[src/rtl/gpirq_pkg.sv]
package gpirq_pkg;

    localparam int ADDR_W = 12;
    typedef logic [ADDR_W-1:0] addr_t;

    // register offsets seen by software
    localparam addr_t OFS_KIND   = 12'h404;
    localparam addr_t OFS_DUAL   = 12'h408;
    localparam addr_t OFS_POL    = 12'h40C;
    localparam addr_t OFS_ENABLE = 12'h410;
    localparam addr_t OFS_RAW    = 12'h414;
    localparam addr_t OFS_MASKED = 12'h418;
    localparam addr_t OFS_CLEAR  = 12'h41C;

    typedef enum logic [2:0] {
        SEL_NONE,
        SEL_KIND,
        SEL_DUAL,
        SEL_POL,
        SEL_ENABLE,
        SEL_RAW,
        SEL_MASKED,
        SEL_CLEAR
    } reg_sel_e;

    function automatic reg_sel_e decode_addr(input addr_t a);
        reg_sel_e s;
        case (a)
            OFS_KIND:   s = SEL_KIND;
            OFS_DUAL:   s = SEL_DUAL;
            OFS_POL:    s = SEL_POL;
            OFS_ENABLE: s = SEL_ENABLE;
            OFS_RAW:    s = SEL_RAW;
            OFS_MASKED: s = SEL_MASKED;
            OFS_CLEAR:  s = SEL_CLEAR;
            default:    s = SEL_NONE;
        endcase
        return s;
    endfunction

endpackage

[src/rtl/gpirq_regs.sv]
module gpirq_regs
    import gpirq_pkg::*;
#(
    parameter int NPINS = 8
) (
    input  logic             clk,
    input  logic             rst_n,
    input  logic             bus_sel,
    input  logic             bus_wr,
    input  addr_t            bus_addr,
    input  logic [NPINS-1:0] bus_wdata,
    input  logic [NPINS-1:0] raw_sts,
    input  logic [NPINS-1:0] masked_sts,
    output logic [NPINS-1:0] lvl_sel,
    output logic [NPINS-1:0] dual_edge,
    output logic [NPINS-1:0] pol_hi,
    output logic [NPINS-1:0] irq_en,
    output logic [NPINS-1:0] clr_pulse,
    output logic [NPINS-1:0] bus_rdata
);

    typedef struct packed {
        logic [NPINS-1:0] kind;
        logic [NPINS-1:0] dual;
        logic [NPINS-1:0] pol;
        logic [NPINS-1:0] enable;
    } cfg_t;

    cfg_t     cfg_d, cfg_q;
    reg_sel_e sel;
    logic     wr_go;
    logic     rd_go;

    always_comb begin
        cfg_d     = cfg_q;
        sel       = decode_addr(bus_addr);
        wr_go     = bus_sel && bus_wr;
        rd_go     = bus_sel && !bus_wr;
        clr_pulse = '0;
        bus_rdata = '0;

        if (wr_go) begin
            case (sel)
                SEL_KIND:   cfg_d.kind   = bus_wdata;
                SEL_DUAL:   cfg_d.dual   = bus_wdata;
                SEL_POL:    cfg_d.pol    = bus_wdata;
                SEL_ENABLE: cfg_d.enable = bus_wdata;
                SEL_CLEAR:  clr_pulse    = bus_wdata;
                default:    ;  // status offsets are read-only
            endcase
        end

        if (rd_go) begin
            case (sel)
                SEL_KIND:   bus_rdata = cfg_q.kind;
                SEL_DUAL:   bus_rdata = cfg_q.dual;
                SEL_POL:    bus_rdata = cfg_q.pol;
                SEL_ENABLE: bus_rdata = cfg_q.enable;
                SEL_RAW:    bus_rdata = raw_sts;
                SEL_MASKED: bus_rdata = masked_sts;
                default:    bus_rdata = '0;
            endcase
        end
    end

    always_ff @(posedge clk) begin
        if (!rst_n) cfg_q <= '0;
        else        cfg_q <= cfg_d;
    end

    assign lvl_sel   = cfg_q.kind;
    assign dual_edge = cfg_q.dual;
    assign pol_hi    = cfg_q.pol;
    assign irq_en    = cfg_q.enable;

endmodule

[src/rtl/gpirq_detect.sv]
module gpirq_detect #(
    parameter int NPINS = 8
) (
    input  logic             clk,
    input  logic             rst_n,
    input  logic [NPINS-1:0] pin_in,
    input  logic [NPINS-1:0] lvl_sel,
    input  logic [NPINS-1:0] dual_edge,
    input  logic [NPINS-1:0] pol_hi,
    output logic [NPINS-1:0] edge_hit
);

    typedef struct packed {
        logic [NPINS-1:0] prev;
    } det_t;

    det_t det_d, det_q;
    logic [NPINS-1:0] rise;
    logic [NPINS-1:0] fall;

    always_comb begin
        det_d      = det_q;
        det_d.prev = pin_in;
        rise       = pin_in & ~det_q.prev;
        fall       = ~pin_in & det_q.prev;
    end

    // per-pin event qualification
    for (genvar g = 0; g < NPINS; g++) begin : g_pin
        logic wanted;
        always_comb begin
            if (dual_edge[g]) wanted = rise[g] | fall[g];
            else if (pol_hi[g]) wanted = rise[g];
            else                wanted = fall[g];
        end
        assign edge_hit[g] = wanted & ~lvl_sel[g];
    end

    always_ff @(posedge clk) begin
        if (!rst_n) det_q <= '0;
        else        det_q <= det_d;
    end

endmodule

[src/rtl/gpirq_status.sv]
module gpirq_status #(
    parameter int NPINS = 8
) (
    input  logic             clk,
    input  logic             rst_n,
    input  logic [NPINS-1:0] pin_in,
    input  logic [NPINS-1:0] lvl_sel,
    input  logic [NPINS-1:0] pol_hi,
    input  logic [NPINS-1:0] irq_en,
    input  logic [NPINS-1:0] edge_hit,
    input  logic [NPINS-1:0] clr_pulse,
    output logic [NPINS-1:0] raw_sts,
    output logic [NPINS-1:0] masked_sts,
    output logic [NPINS-1:0] edge_latched,
    output logic             irq_out
);

    typedef struct packed {
        logic [NPINS-1:0] latch;
        logic             irq;
    } sts_t;

    sts_t sts_d, sts_q;

    // level pins follow the input, edge pins show the latch
    for (genvar g = 0; g < NPINS; g++) begin : g_raw
        assign raw_sts[g] = lvl_sel[g] ? (pin_in[g] == pol_hi[g]) : sts_q.latch[g];
    end

    always_comb begin
        sts_d       = sts_q;
        masked_sts  = raw_sts & irq_en;
        // a fresh event outranks a clear; level pins keep the latch empty
        sts_d.latch = ((sts_q.latch & ~clr_pulse) | edge_hit) & ~lvl_sel;
        sts_d.irq   = |masked_sts;
    end

    always_ff @(posedge clk) begin
        if (!rst_n) sts_q <= '0;
        else        sts_q <= sts_d;
    end

    assign edge_latched = sts_q.latch;
    assign irq_out      = sts_q.irq;

endmodule

[src/rtl/gpirq_unit.sv]
module gpirq_unit
    import gpirq_pkg::*;
#(
    parameter int NPINS = 8
) (
    input  logic             clk,
    input  logic             rst_n,
    input  logic [NPINS-1:0] pin_in,
    input  logic             bus_sel,
    input  logic             bus_wr,
    input  logic [11:0]      bus_addr,
    input  logic [NPINS-1:0] bus_wdata,
    output logic [NPINS-1:0] bus_rdata,
    output logic             irq_out
);

    logic [NPINS-1:0] lvl_w;
    logic [NPINS-1:0] dual_w;
    logic [NPINS-1:0] pol_w;
    logic [NPINS-1:0] en_w;
    logic [NPINS-1:0] clr_w;
    logic [NPINS-1:0] hit_w;
    logic [NPINS-1:0] raw_w;
    logic [NPINS-1:0] masked_w;
    logic [NPINS-1:0] edge_w;

    gpirq_regs #(.NPINS(NPINS)) u_regs (
        .clk        (clk),
        .rst_n      (rst_n),
        .bus_sel    (bus_sel),
        .bus_wr     (bus_wr),
        .bus_addr   (bus_addr),
        .bus_wdata  (bus_wdata),
        .raw_sts    (raw_w),
        .masked_sts (masked_w),
        .lvl_sel    (lvl_w),
        .dual_edge  (dual_w),
        .pol_hi     (pol_w),
        .irq_en     (en_w),
        .clr_pulse  (clr_w),
        .bus_rdata  (bus_rdata)
    );

    gpirq_detect #(.NPINS(NPINS)) u_detect (
        .clk       (clk),
        .rst_n     (rst_n),
        .pin_in    (pin_in),
        .lvl_sel   (lvl_w),
        .dual_edge (dual_w),
        .pol_hi    (pol_w),
        .edge_hit  (hit_w)
    );

    gpirq_status #(.NPINS(NPINS)) u_status (
        .clk          (clk),
        .rst_n        (rst_n),
        .pin_in       (pin_in),
        .lvl_sel      (lvl_w),
        .pol_hi       (pol_w),
        .irq_en       (en_w),
        .edge_hit     (hit_w),
        .clr_pulse    (clr_w),
        .raw_sts      (raw_w),
        .masked_sts   (masked_w),
        .edge_latched (edge_w),
        .irq_out      (irq_out)
    );

endmodule

[config.mk]
export PLATFORM = sky130hd
export DESIGN_NAME = gpirq_unit
export DESIGN_NICKNAME = d
export VERILOG_FILES = /design/src/rtl/gpirq_pkg.sv /design/src/rtl/gpirq_regs.sv /design/src/rtl/gpirq_detect.sv /design/src/rtl/gpirq_status.sv /design/src/rtl/gpirq_unit.sv
export SDC_FILE = /design/constraint.sdc
export NUM_CORES = 1
export LEC_CHECK = 0
export BUFFER_PORTS_ARGS = -buffer_cell sky130_fd_sc_hd__buf_2
export CELL_PAD_IN_SITES_DETAIL_PLACEMENT = 1
export CELL_PAD_IN_SITES_GLOBAL_PLACEMENT = 2
export CORE_UTILIZATION = 35
export DETAILED_ROUTE_END_ITERATION = 10
export PLACE_DENSITY = 0.9
export SYNTH_ARGS = -nofsm -noshare
export SYNTH_HDL_FRONTEND = slang
export SYNTH_HIERARCHICAL = 1
export SYNTH_SLANG_ARGS = --single-unit
[constraint.sdc]
create_clock -name clk -period 1.97 [get_ports clk]
set_input_delay 0.394 -clock clk [delete_from_list [all_inputs] [get_ports clk]]
set_output_delay 0.394 -clock clk [all_outputs]
set_load 0.05 [all_outputs]
==> flow_metrics.env, run 1 <==
export IMPL_layout_drive_gt1_share_pct=38.6
export IMPL_htree_levels=2
export IMPL_chipHeight_um=94.8
export IMPL_floorplan_core_area_um2=8260
export IMPL_yosys_area_top_type_share_pct=32.6
export IMPL_tightestPinTransition_ns=0.449
export IMPL_post_synth_main_area_contributors="sky130_fd_sc_hd__dfxtp_1 33%, sky130_fd_sc_hd__ha_1 6.6%, sky130_fd_sc_hd__mux2_2 6.0%, sky130_fd_sc_hd__mux2i_1 5.3%, sky130_fd_sc_hd__a21oi_1 4.0%"
export IMPL_final_hold_viol_count=0
export IMPL_num_antenna_cells=0
export IMPL_initialDrtViolationCount=93
export IMPL_number_of_buffers_added_by_the_clock_tree_synthesis_step=5
export IMPL_avgRoutedWirePerCell_um=17.7
export IMPL_die_w_um=94.8
export IMPL_layout_cells_non_filler=525
export IMPL_root_buffer="sky130_fd_sc_hd__clkbuf_8"
export IMPL_grt_overflow=0
export IMPL_timing_critical_path_to_type="output pin"
export IMPL_synth_warnings=6
export IMPL_synth_sequential_area_ratio_pct=32.6
export IMPL_cp_arrival_ns=1.79
export IMPL_setup_violations_final=8
export IMPL_first_global_vias=2965
export IMPL_critPathRequiredTime_ns=1.58
export IMPL_vdd_ir_drop_worst_mv=0.281
export IMPL_synth_net_count=383
export IMPL_routed_wl_um=9310
export IMPL_globalRouteTotalUtil_pct=21.9
export IMPL_synth_edff_count=0
export IMPL_drt_first_pass_iters=4
export IMPL_tcrit_tclk_final_pct=111
export IMPL_clock_fmax_mhz=458
export IMPL_floorplan_die_area_um2=8980
export IMPL_clk_pin_slew_ns=0.10
export IMPL_place_detailed_instances=516
export IMPL_clk_latency_ns=0.31
export IMPL_place_gp_congestion=0.801
export IMPL_final_max_slew_violation_count=0
export IMPL_violations_in_the_final_reports="negative setup slack"
export IMPL_launch_instance_of_the_worst_min_delay_path="pin_in[5]"
export IMPL_synth_cell_area_um2=3010
export IMPL_synth_cell_type_count=41
export IMPL_max_cap_viol_count=0
export IMPL_grt_pass1_wl_um=15000
export IMPL_total_half_perimeter_wirelength_after_legalization_and_detailed_placement_um=6710
export IMPL_path_class="register to output pin"
export IMPL_post_synth_top_area_cell="sky130_fd_sc_hd__dfxtp_1"
export IMPL_grt_max_degree=58
export IMPL_tritoncts_sink_count=49
export IMPL_detail_route_drc_violations=0
export IMPL_postSynthCellCount=335
export IMPL_synth_seq_cells=49
export IMPL_vias_per_cell=5.48
export IMPL_cp_max_fo=2
export IMPL_combined_area_of_the_multi_input_logic_cells_um2=2020
export IMPL_syn_avg_cell_area_um2=8.99
export IMPL_static_leakage_power_uw=0.00176
export IMPL_area_growth_syn_to_layout_pct=32.6
export IMPL_power_density_nw_per_um2=479
export IMPL_worst_reg2reg_startpoint="u_regs/pol_hi[3]"
export IMPL_io_pin_count=41
export IMPL_holdCritPathClass="input port to register"
export IMPL_fillers=994
export IMPL_critical_path_max_stage_delay_ns=0.35
export IMPL_dr_total_vias=2878
export IMPL_crit_chain="xnor2_2 > mux2_4 > mux2i_1 > nor2_1 > a21oi_2 > a211oi_2 > buf_6"
export IMPL_asyncSetResetFlopFracSynth_pct=0
export IMPL_netlist_top_cells_count="49 x sky130_fd_sc_hd__dfxtp_1, 24 x sky130_fd_sc_hd__a21oi_1, 24 x sky130_fd_sc_hd__inv_1, 24 x sky130_fd_sc_hd__nand3_1"
export IMPL_cts_tree="done"
export IMPL_flop2flop_setup_slack_ns=0.43
export IMPL_worst_reg2reg_path_length_in_cells=6
export IMPL_rsz0062_at_grt="yes"
export IMPL_initial_utilization_pct=36.5
export IMPL_synth_most_common_cell="sky130_fd_sc_hd__dfxtp_1"
export IMPL_timing_critical_path_slowest_stage_cell="sky130_fd_sc_hd__dfxtp_2"
export IMPL_regArea_um2=1010
export IMPL_r2r_end="u_status/irq_out"
export IMPL_slew_limit_headroom_pct=70.1
export IMPL_port_buffers=40
export IMPL_antenna_found_initial=0
export IMPL_finClkSkew_ns=0.00887
export IMPL_clockBufferDepth=2
export IMPL_run_status="complete, but fails checks"
export IMPL_crit_path_start_kind="register"
export IMPL_detail_route_antenna_nets=0
export IMPL_finish_net_count=467
export IMPL_dp_worst_setup_slack_ns=-0.180
export IMPL_yosys_most_used_dff="sky130_fd_sc_hd__dfxtp_1"
export IMPL_floorplan_rows=33
export IMPL_fin_ws_ns=-0.212
export IMPL_worstHoldPathCells=2
export IMPL_worst_hold_path_endpoint="u_detect/det_q[5]"
export IMPL_final_period_minus_worst_setup_slack_ns=2.18
==> worst max-delay path by stage <==
stage | from | endpoint | slack, ns | cells after the start
2_1_floorplan | bus_addr[1] | bus_rdata[0] | -0.34 | 3
3_3_place_gp | bus_addr[3] | bus_rdata[3] | -0.09 | 6
3_5_place_dp | bus_addr[3] | bus_rdata[0] | -0.18 | 6
4_1_cts | u_regs/pol_hi[6] | bus_rdata[6] | -0.16 | 7
5_1_grt | u_regs/pol_hi[6] | bus_rdata[6] | -0.27 | 7
6_report | u_regs/pol_hi[6] | bus_rdata[6] | -0.21 | 7
==> layout make-up <==
cell class / instances / share of cell area, %
Timing Repair Buffer: 91 / 16.5
Sequential cell: 49 / 25.2
Clock inverter: 3 / 0.438
Clock buffer: 5 / 1.72
Multi-Input combinational cell: 248 / 50.6
Inverter: 24 / 2.25
Tap cell: 105 / 3.29
==> per-layer routing <==
layer | wire, um | vias up | GRT usage [%]
li1 | - | 1387 | -
met1 | 4180 | 1433 | 27.5
met2 | 4770 | 50 | 40.3
met3 | 264 | 8 | 2.58
met4 | 85 | 0 | 3.79
met5 | 0 | - | 0
==> power by group <==
part | total [uW] | internal [uW] | switching (uW)
registers | 1010 | 1000 | 11.5
clock network | 611 | 246 | 365
logic | 290 | 139 | 151
total | 1920 | 1390 | 527
==> through the flow <==
stage / cell area, um2 / total power (uW) / TNS, ns / hold slack [ns] / util, %
2_1_floorplan: 3050 / 1180 / -2.69 / 0.460 / -
3_3_place_gp: 3720 / 1300 / -0.775 / 0.475 / 45.1
3_5_place_dp: 3720 / 1320 / -1.45 / 0.490 / 45.1
4_1_cts: 3930 / 1930 / -0.996 / 0.372 / 47.6
5_1_grt: 4000 / 2000 / -1.56 / 0.399 / 48.4
6_report: 4000 / 1920 / -0.795 / 0.381 / 48.4
==> logic make-up (layout without fill, tap and decap cells) <==
logic type               after synthesis  count (layout)  share of synthesized area (%)
AO/OA/AOI/OAI                         81              81                           16.9
multiplexers                          40              40                           14.3
AND/OR/NAND/NOR                      103             103                           22.3
adder cells (fa/ha/maj)               16              16                           6.64
XOR/XNOR                               8               8                           2.33
flip-flops                            49              49                           32.6
buffers and inverters                 38             123                           4.98
==> flip-flops by register name (all words and copies together), names as in the netlist <==
| signal | count |
|---|---|
| u_detect/det_q | 8 |
| u_regs/dual_edge | 8 |
| u_regs/irq_en | 8 |
| u_regs/lvl_sel | 8 |
| u_regs/pol_hi | 8 |
| u_status/edge_latched | 8 |
| u_status/irq_out | 1 |
==> layout by cell type, fill, tap and decap left out, drive strengths merged, types with 5 or more instances in the layout <==
cell type and instances:
dfxtp 49, o21ai 24, and3b 8, and2 11
nor2 9, nor3b 8, a221oi 8, ha 16
a21oi 24, a31o 8, nand2 16, mux2 24
and3 8, o21a 8, buf 91, xnor2 8
nand3 25, a211oi 8, mux2i 16, clkbuf 5
inv 24
==> critical path: cells and delay by family (launching register included) <==
family | cells | cell delay, ns
AOI/OAI and AO/OA | 2 | 0.32
xor gates and xnor gates | 1 | 0.18
buffers and inverters | 1 | 0.20
DFF | 1 | 0.35
muxes | 2 | 0.25
and+or+nand+nor | 1 | 0.18
==> what timing repair did <==
action,4_1_cts,5_1_grt
pin swaps,6,11
setup buffers,0,1
gates resized for setup,37,16
hold buffers,0,0
setup endpoints to repair,8,8
No activity file was read; power rests on OpenSTA's default activity.
==> run 2, diff against run 1 <==
GPL_ROUTABILITY_DRIVEN = 0   (was default)
TNS_END_PERCENT = 5   (was default)
==> flow_metrics.env, run 2 (synthesis gave the netlist of run 1 again) <==
export IMPL_flop2flop_setup_slack_ns=0.43
export IMPL_num_antenna_cells=0
export IMPL_most_common_library_cell_in_the_layout_ignoring_fill_and_taps="sky130_fd_sc_hd__buf_4"
export IMPL_worst_reg2reg_path_length_in_cells=6
export IMPL_switching_power_uw=530
export IMPL_share_seq_of_total_power_pct=51.9
export IMPL_tritoncts_sink_count=49
export IMPL_layout_drive_gt1_share_pct=37.6
export IMPL_gr_usage_met3_pct=2.66
export IMPL_r2r_end="u_status/irq_out"
export IMPL_worst_hold_path_endpoint="u_detect/det_q[7]"
export IMPL_timing_critical_path_to_type="output pin"
export IMPL_avgRoutedWirePerCell_um=18.1
export IMPL_cp_arrival_ns=1.72
export IMPL_post_route_cell_area_um2=3980
export IMPL_most_common_layout_cells="49 x sky130_fd_sc_hd__buf_4, 36 x sky130_fd_sc_hd__dfxtp_1, 32 x sky130_fd_sc_hd__buf_2"
export IMPL_detail_route_drc_violations=0
export IMPL_met1_capacity_usage_during_global_routing_pct=28.1
export IMPL_run_status="complete, but fails checks"
export IMPL_root_buffer="sky130_fd_sc_hd__clkbuf_8"
export IMPL_grt_pass1_wl_um=15200
export IMPL_p_int_uw=1420
export IMPL_tightestPinTransition_ns=0.475
export IMPL_initial_utilization_pct=36.5
export IMPL_vias_per_cell=5.55
export IMPL_power_density_nw_per_um2=490
export IMPL_layout_cells_non_filler=525
export IMPL_critPathRequiredTime_ns=1.58
export IMPL_port_buffers=40
export IMPL_placement_cell_area_um2=3730
export IMPL_worst_reg2reg_startpoint="u_regs/lvl_sel[6]"
export IMPL_detail_route_antenna_nets=0
export IMPL_drt_first_pass_iters=4
export IMPL_fin_total_pwr_uw=1950
export IMPL_clk_pin_slew_ns=0.10
export IMPL_fin_ws_ns=-0.148
export IMPL_fillers=986
export IMPL_htree_levels=2
export IMPL_final_util_pct=48.2
export IMPL_final_max_slew_violation_count=0
export IMPL_cp_max_fo=2
export IMPL_path_class="register to output pin"
export IMPL_max_cap_viol_count=0
export IMPL_floorplan_die_area_um2=8980
export IMPL_dr_total_vias=2915
export IMPL_rsz0062_at_grt="yes"
export IMPL_launch_instance_of_the_worst_min_delay_path="pin_in[7]"
export IMPL_setup_violations_final=8
export IMPL_globalRouteTotalUtil_pct=22.2
export IMPL_finish_net_count=467
export IMPL_antenna_found_initial=0
export IMPL_clock_power_share_pct=33.4
export IMPL_clockBufferDepth=2
export IMPL_gr_usage_met2_pct=39.5
export IMPL_floorplan_core_area_um2=8260
export IMPL_vdd_ir_drop_worst_mv=0.209
export IMPL_io_pin_count=41
export IMPL_combPwrFrac_pct=14.6
export IMPL_top_usage_layer="met2"
export IMPL_slew_limit_headroom_pct=68.3
export IMPL_total_half_perimeter_wirelength_after_legalization_and_detailed_placement_um=6780
export IMPL_initialDrtViolationCount=80
export IMPL_clock_fmax_mhz=472
export IMPL_dp_worst_setup_slack_ns=-0.159
export IMPL_area_growth_syn_to_layout_pct=32.2
export IMPL_final_period_minus_worst_setup_slack_ns=2.12
export IMPL_grt_max_degree=58
export IMPL_number_of_buffers_added_by_the_clock_tree_synthesis_step=5
export IMPL_crit_path_start_kind="register"
export IMPL_floorplan_rows=33
export IMPL_final_hold_viol_count=0
export IMPL_routed_wl_um=9490
export IMPL_first_global_vias=2986
export IMPL_tcrit_tclk_final_pct=107
export IMPL_chipHeight_um=94.8
export IMPL_power_switching_share_pct=27.1
export IMPL_cts_tree="done"
export IMPL_grt_overflow=0
export IMPL_static_leakage_power_uw=0.00175
export IMPL_die_w_um=94.8
export IMPL_cts_hold_buf=0
export IMPL_violations_in_the_final_reports="negative setup slack"
export IMPL_place_detailed_instances=517
export IMPL_worstHoldPathCells=2
export IMPL_clk_latency_ns=0.31
export IMPL_holdCritPathClass="input port to register"
export IMPL_finClkSkew_ns=0.00470
-- run 2: how the worst max path moves through the flow --
stage / from / endpoint / slack (ns) / cells past startpoint
after floorplan: bus_addr[1] / bus_rdata[0] / -0.34 / 3
after global placement: bus_addr[3] / bus_rdata[3] / -0.09 / 6
after detailed placement: bus_addr[3] / bus_rdata[5] / -0.16 / 6
after CTS: u_regs/pol_hi[3] / bus_rdata[3] / -0.15 / 7
after global routing: u_regs/pol_hi[7] / bus_rdata[7] / -0.19 / 7
final: u_regs/pol_hi[3] / bus_rdata[3] / -0.15 / 7
-- run 2: power groups by stage --
stage / registers (uW) / logic [uW] / clock network (uW)
CTS: 1020 / 282 / 666
global placement: 1040 / 261 / 0
floorplan: 1040 / 137 / 0
finish: 1010 / 286 / 653
global route: 1020 / 314 / 711
detailed placement: 1040 / 275 / 0
-- run 2: layout make-up --
| class | instances | area (um2) | area share (%) |
|---|---|---|---|
| inverter | 24 | 90.1 | 2.26 |
| clock buffer | 6 | 82.6 | 2.07 |
| tap | 105 | 131 | 3.30 |
| multi-input combinational | 248 | 2000 | 50.3 |
| timing repair buffer | 91 | 658 | 16.5 |
| sequential | 49 | 1000 | 25.2 |
| clock inverter | 2 | 13.8 | 0.345 |
-- run 2: per-layer routing --
metal / vias up / share of wire, % / routed length (um)
met3: 8 / 4.1 / 391
met2: 73 / 51 / 4840
met4: 0 / 0.98 / 93
li1: 1392 / - / -
met1: 1442 / 44 / 4160
met5: - / 0 / 0
-- run 2: stage by stage --
stage / hold slack [ns] / setup TNS [ns]
global placement: 0.472 / -0.658
CTS: 0.356 / -1.01
detailed placement: 0.489 / -1.46
global route: 0.394 / -1.42
floorplan: 0.460 / -2.69
finish: 0.378 / -0.844
-- run 2: repair_timing --
action                     4_1_cts  5_1_grt
hold endpoints to repair         0        0
setup endpoints to repair        8        8
resized for setup               34       13
pin swaps                        7        5
setup buffers                    0        0
-- run 2: worst max-delay path, cell delays in order, from the launching register on --
cell and delay [ns]:
sky130_fd_sc_hd__dfxtp_2 0.35, sky130_fd_sc_hd__xnor2_2 0.14, sky130_fd_sc_hd__mux2_4 0.27, sky130_fd_sc_hd__mux2i_2 0.17, sky130_fd_sc_hd__nor2_1 0.08, sky130_fd_sc_hd__a21oi_2 0.14, sky130_fd_sc_hd__a211oi_2 0.09, sky130_fd_sc_hd__buf_6 0.17
==> run 3, diff against run 2 <==
CORE_UTILIZATION = 38   (was 35)
GPL_ROUTABILITY_DRIVEN = default   (was 0)
PLACE_DENSITY = 0.95   (was 0.9)
clock period = 2.6 ns   (was 1.97 ns; I/O delays follow)
==> flow_metrics.env, run 3 (synthesis gave the netlist of run 1 again) <==
export IMPL_run_status="finished clean"
export IMPL_flop2flop_setup_slack_ns=1.18
export IMPL_placement_cell_area_um2=3390
export IMPL_first_global_vias=2709
export IMPL_timing_critical_path_to_type="output pin"
export IMPL_path_class="input port to output pin"
export IMPL_initialDrtViolationCount=120
export IMPL_cp_arrival_ns=1.89
export IMPL_initial_utilization_pct=39.2
export IMPL_clk_pin_slew_ns=0.09
export IMPL_place_detailed_instances=472
export IMPL_r2r_end="u_status/irq_out"
export IMPL_vias_per_cell=5.65
export IMPL_rsz0062_at_grt="no"
export IMPL_floorplan_die_area_um2=8290
export IMPL_grt_pass1_wl_um=13800
export IMPL_finClkSkew_ns=0.00494
export IMPL_cts_hold_buf=0
export IMPL_worst_hold_slack_ns=0.476
export IMPL_tritoncts_sink_count=49
export IMPL_power_density_nw_per_um2=400
export IMPL_worst_reg2reg_startpoint="u_regs/lvl_sel[7]"
export IMPL_root_buffer="sky130_fd_sc_hd__clkbuf_8"
export IMPL_avgRoutedWirePerCell_um=17.5
export IMPL_dr_total_vias=2710
export IMPL_final_util_pct=45.2
export IMPL_critPathMostFrequentCell="sky130_fd_sc_hd__buf_2"
export IMPL_cts_resized=0
export IMPL_clockBufferDepth=2
export IMPL_drt_first_pass_iters=4
export IMPL_worst_reg2reg_path_length_in_cells=4
export IMPL_static_leakage_power_uw=0.00149
export IMPL_floorplan_rows=32
export IMPL_max_cap_viol_count=0
export IMPL_tightestPinTransition_ns=0.547
export IMPL_place_gp_congestion=0.785
export IMPL_dp_worst_setup_slack_ns=0.151
export IMPL_fin_ws_ns=0.187
export IMPL_most_common_library_cell_in_the_layout_ignoring_fill_and_taps="sky130_fd_sc_hd__dfxtp_1"
export IMPL_critical_path_max_stage_delay_ns=0.36
export IMPL_detail_route_antenna_nets=0
export IMPL_die_w_um=91.0
export IMPL_finish_net_count=425
export IMPL_detail_route_drc_violations=0
export IMPL_worstHoldPathCells=2
export IMPL_final_max_slew_violation_count=0
export IMPL_port_buffers=40
export IMPL_floorplan_core_area_um2=7690
export IMPL_cp_max_fo=8
export IMPL_clock_fmax_mhz=414
export IMPL_clk_latency_ns=0.30
export IMPL_crit_chain="buf_2 > nor4b_2 > nand4b_1 > buf_4 > a211oi_1 > buf_2"
export IMPL_crit_path_start_kind="input port"
export IMPL_tcrit_tclk_final_pct=92.8
export IMPL_routed_wl_um=8410
export IMPL_layout_drive_gt1_share_pct=22.0
export IMPL_number_of_buffers_added_by_the_clock_tree_synthesis_step=5
export IMPL_grt_max_degree=51
export IMPL_worst_hold_path_endpoint="u_detect/det_q[1]"
export IMPL_most_common_layout_cells="49 x sky130_fd_sc_hd__dfxtp_1, 40 x sky130_fd_sc_hd__buf_2, 24 x sky130_fd_sc_hd__inv_1, 24 x sky130_fd_sc_hd__a21oi_1, 24 x sky130_fd_sc_hd__nand3_1"
export IMPL_num_antenna_cells=0
export IMPL_critPathRequiredTime_ns=2.08
export IMPL_cts_repair_timing_setup_buffer_count=0
export IMPL_chipHeight_um=91.0
export IMPL_grt_overflow=0
export IMPL_slew_limit_headroom_pct=63.5
export IMPL_final_period_minus_worst_setup_slack_ns=2.41
export IMPL_layout_cells_non_filler=480
export IMPL_vdd_ir_drop_worst_mv=0.177
export IMPL_setup_violations_final=0
export IMPL_globalRouteTotalUtil_pct=20.9
export IMPL_antenna_found_initial=0
export IMPL_fillers=917
export IMPL_launch_instance_of_the_worst_min_delay_path="pin_in[1]"
export IMPL_post_route_cell_area_um2=3470
export IMPL_htree_levels=2
export IMPL_area_growth_syn_to_layout_pct=15.3
export IMPL_io_pin_count=41
export IMPL_holdCritPathClass="input port to register"
export IMPL_total_half_perimeter_wirelength_after_legalization_and_detailed_placement_um=5880
export IMPL_final_hold_viol_count=0
export IMPL_timing_critical_path_slowest_stage_cell="sky130_fd_sc_hd__nor4b_2"
export IMPL_cts_tree="done"
-- run 3: changes by cell type in the layout (fill, tap and decap cells not counted), moves of 8 or more --
cell,change
sky130_fd_sc_hd__dfxtp_1,+13
sky130_fd_sc_hd__buf_6,-8
sky130_fd_sc_hd__dfxtp_2,-10
sky130_fd_sc_hd__buf_4,-43
sky130_fd_sc_hd__buf_2,+8
-- run 3: worst max-delay path by stage --
stage | slack (ns) | start | depth (start not counted) | end
after floorplan | -0.29 | bus_addr[3] | 5 | bus_rdata[0]
after global placement | 0.22 | bus_addr[1] | 6 | bus_rdata[0]
after detailed placement | 0.15 | bus_addr[1] | 6 | bus_rdata[4]
after CTS | 0.15 | bus_addr[1] | 6 | bus_rdata[4]
after global routing | 0.004 | bus_addr[9] | 6 | bus_rdata[4]
final | 0.19 | bus_addr[9] | 6 | bus_rdata[4]
-- run 3: per-layer routing --
layer  GRT usage (%)  share of wire [%]
met5               0                  0
met4            7.67                1.7
met3            2.01                3.5
met2            33.6                 46
met1            29.0                 48
-- run 3: power by group --
part / internal, uW / switching, uW
sequential: 763 / 7.96
combinational: 78.4 / 101
clock: 187 / 251
total: 1030 / 360
-- run 3: critical path, delay by kind of cell --
kind	cells	cell delay [ns]
buffers and inverters	3	0.64
and+or+nand+nor	2	0.51
AOI/OAI and AO/OA	1	0.22
-- run 3: layout make-up --
class                           count  area [um2]  area share (%)
Clock buffer                        6        72.6            2.09
Clock inverter                      2        10.0           0.288
Inverter                           24        90.1            2.59
Multi-Input combinational cell    248        1890            54.3
Sequential cell                    49         981            28.2
Tap cell                          102         128            3.67
Timing Repair Buffer               49         305            8.79
-- run 3: stage by stage --
step / power (uW) / setup TNS, ns
5_1_grt: 1460 / 0
4_1_cts: 1410 / 0
3_5_place_dp: 968 / 0
2_1_floorplan: 888 / -2.00
6_report: 1390 / 0
3_3_place_gp: 961 / 0
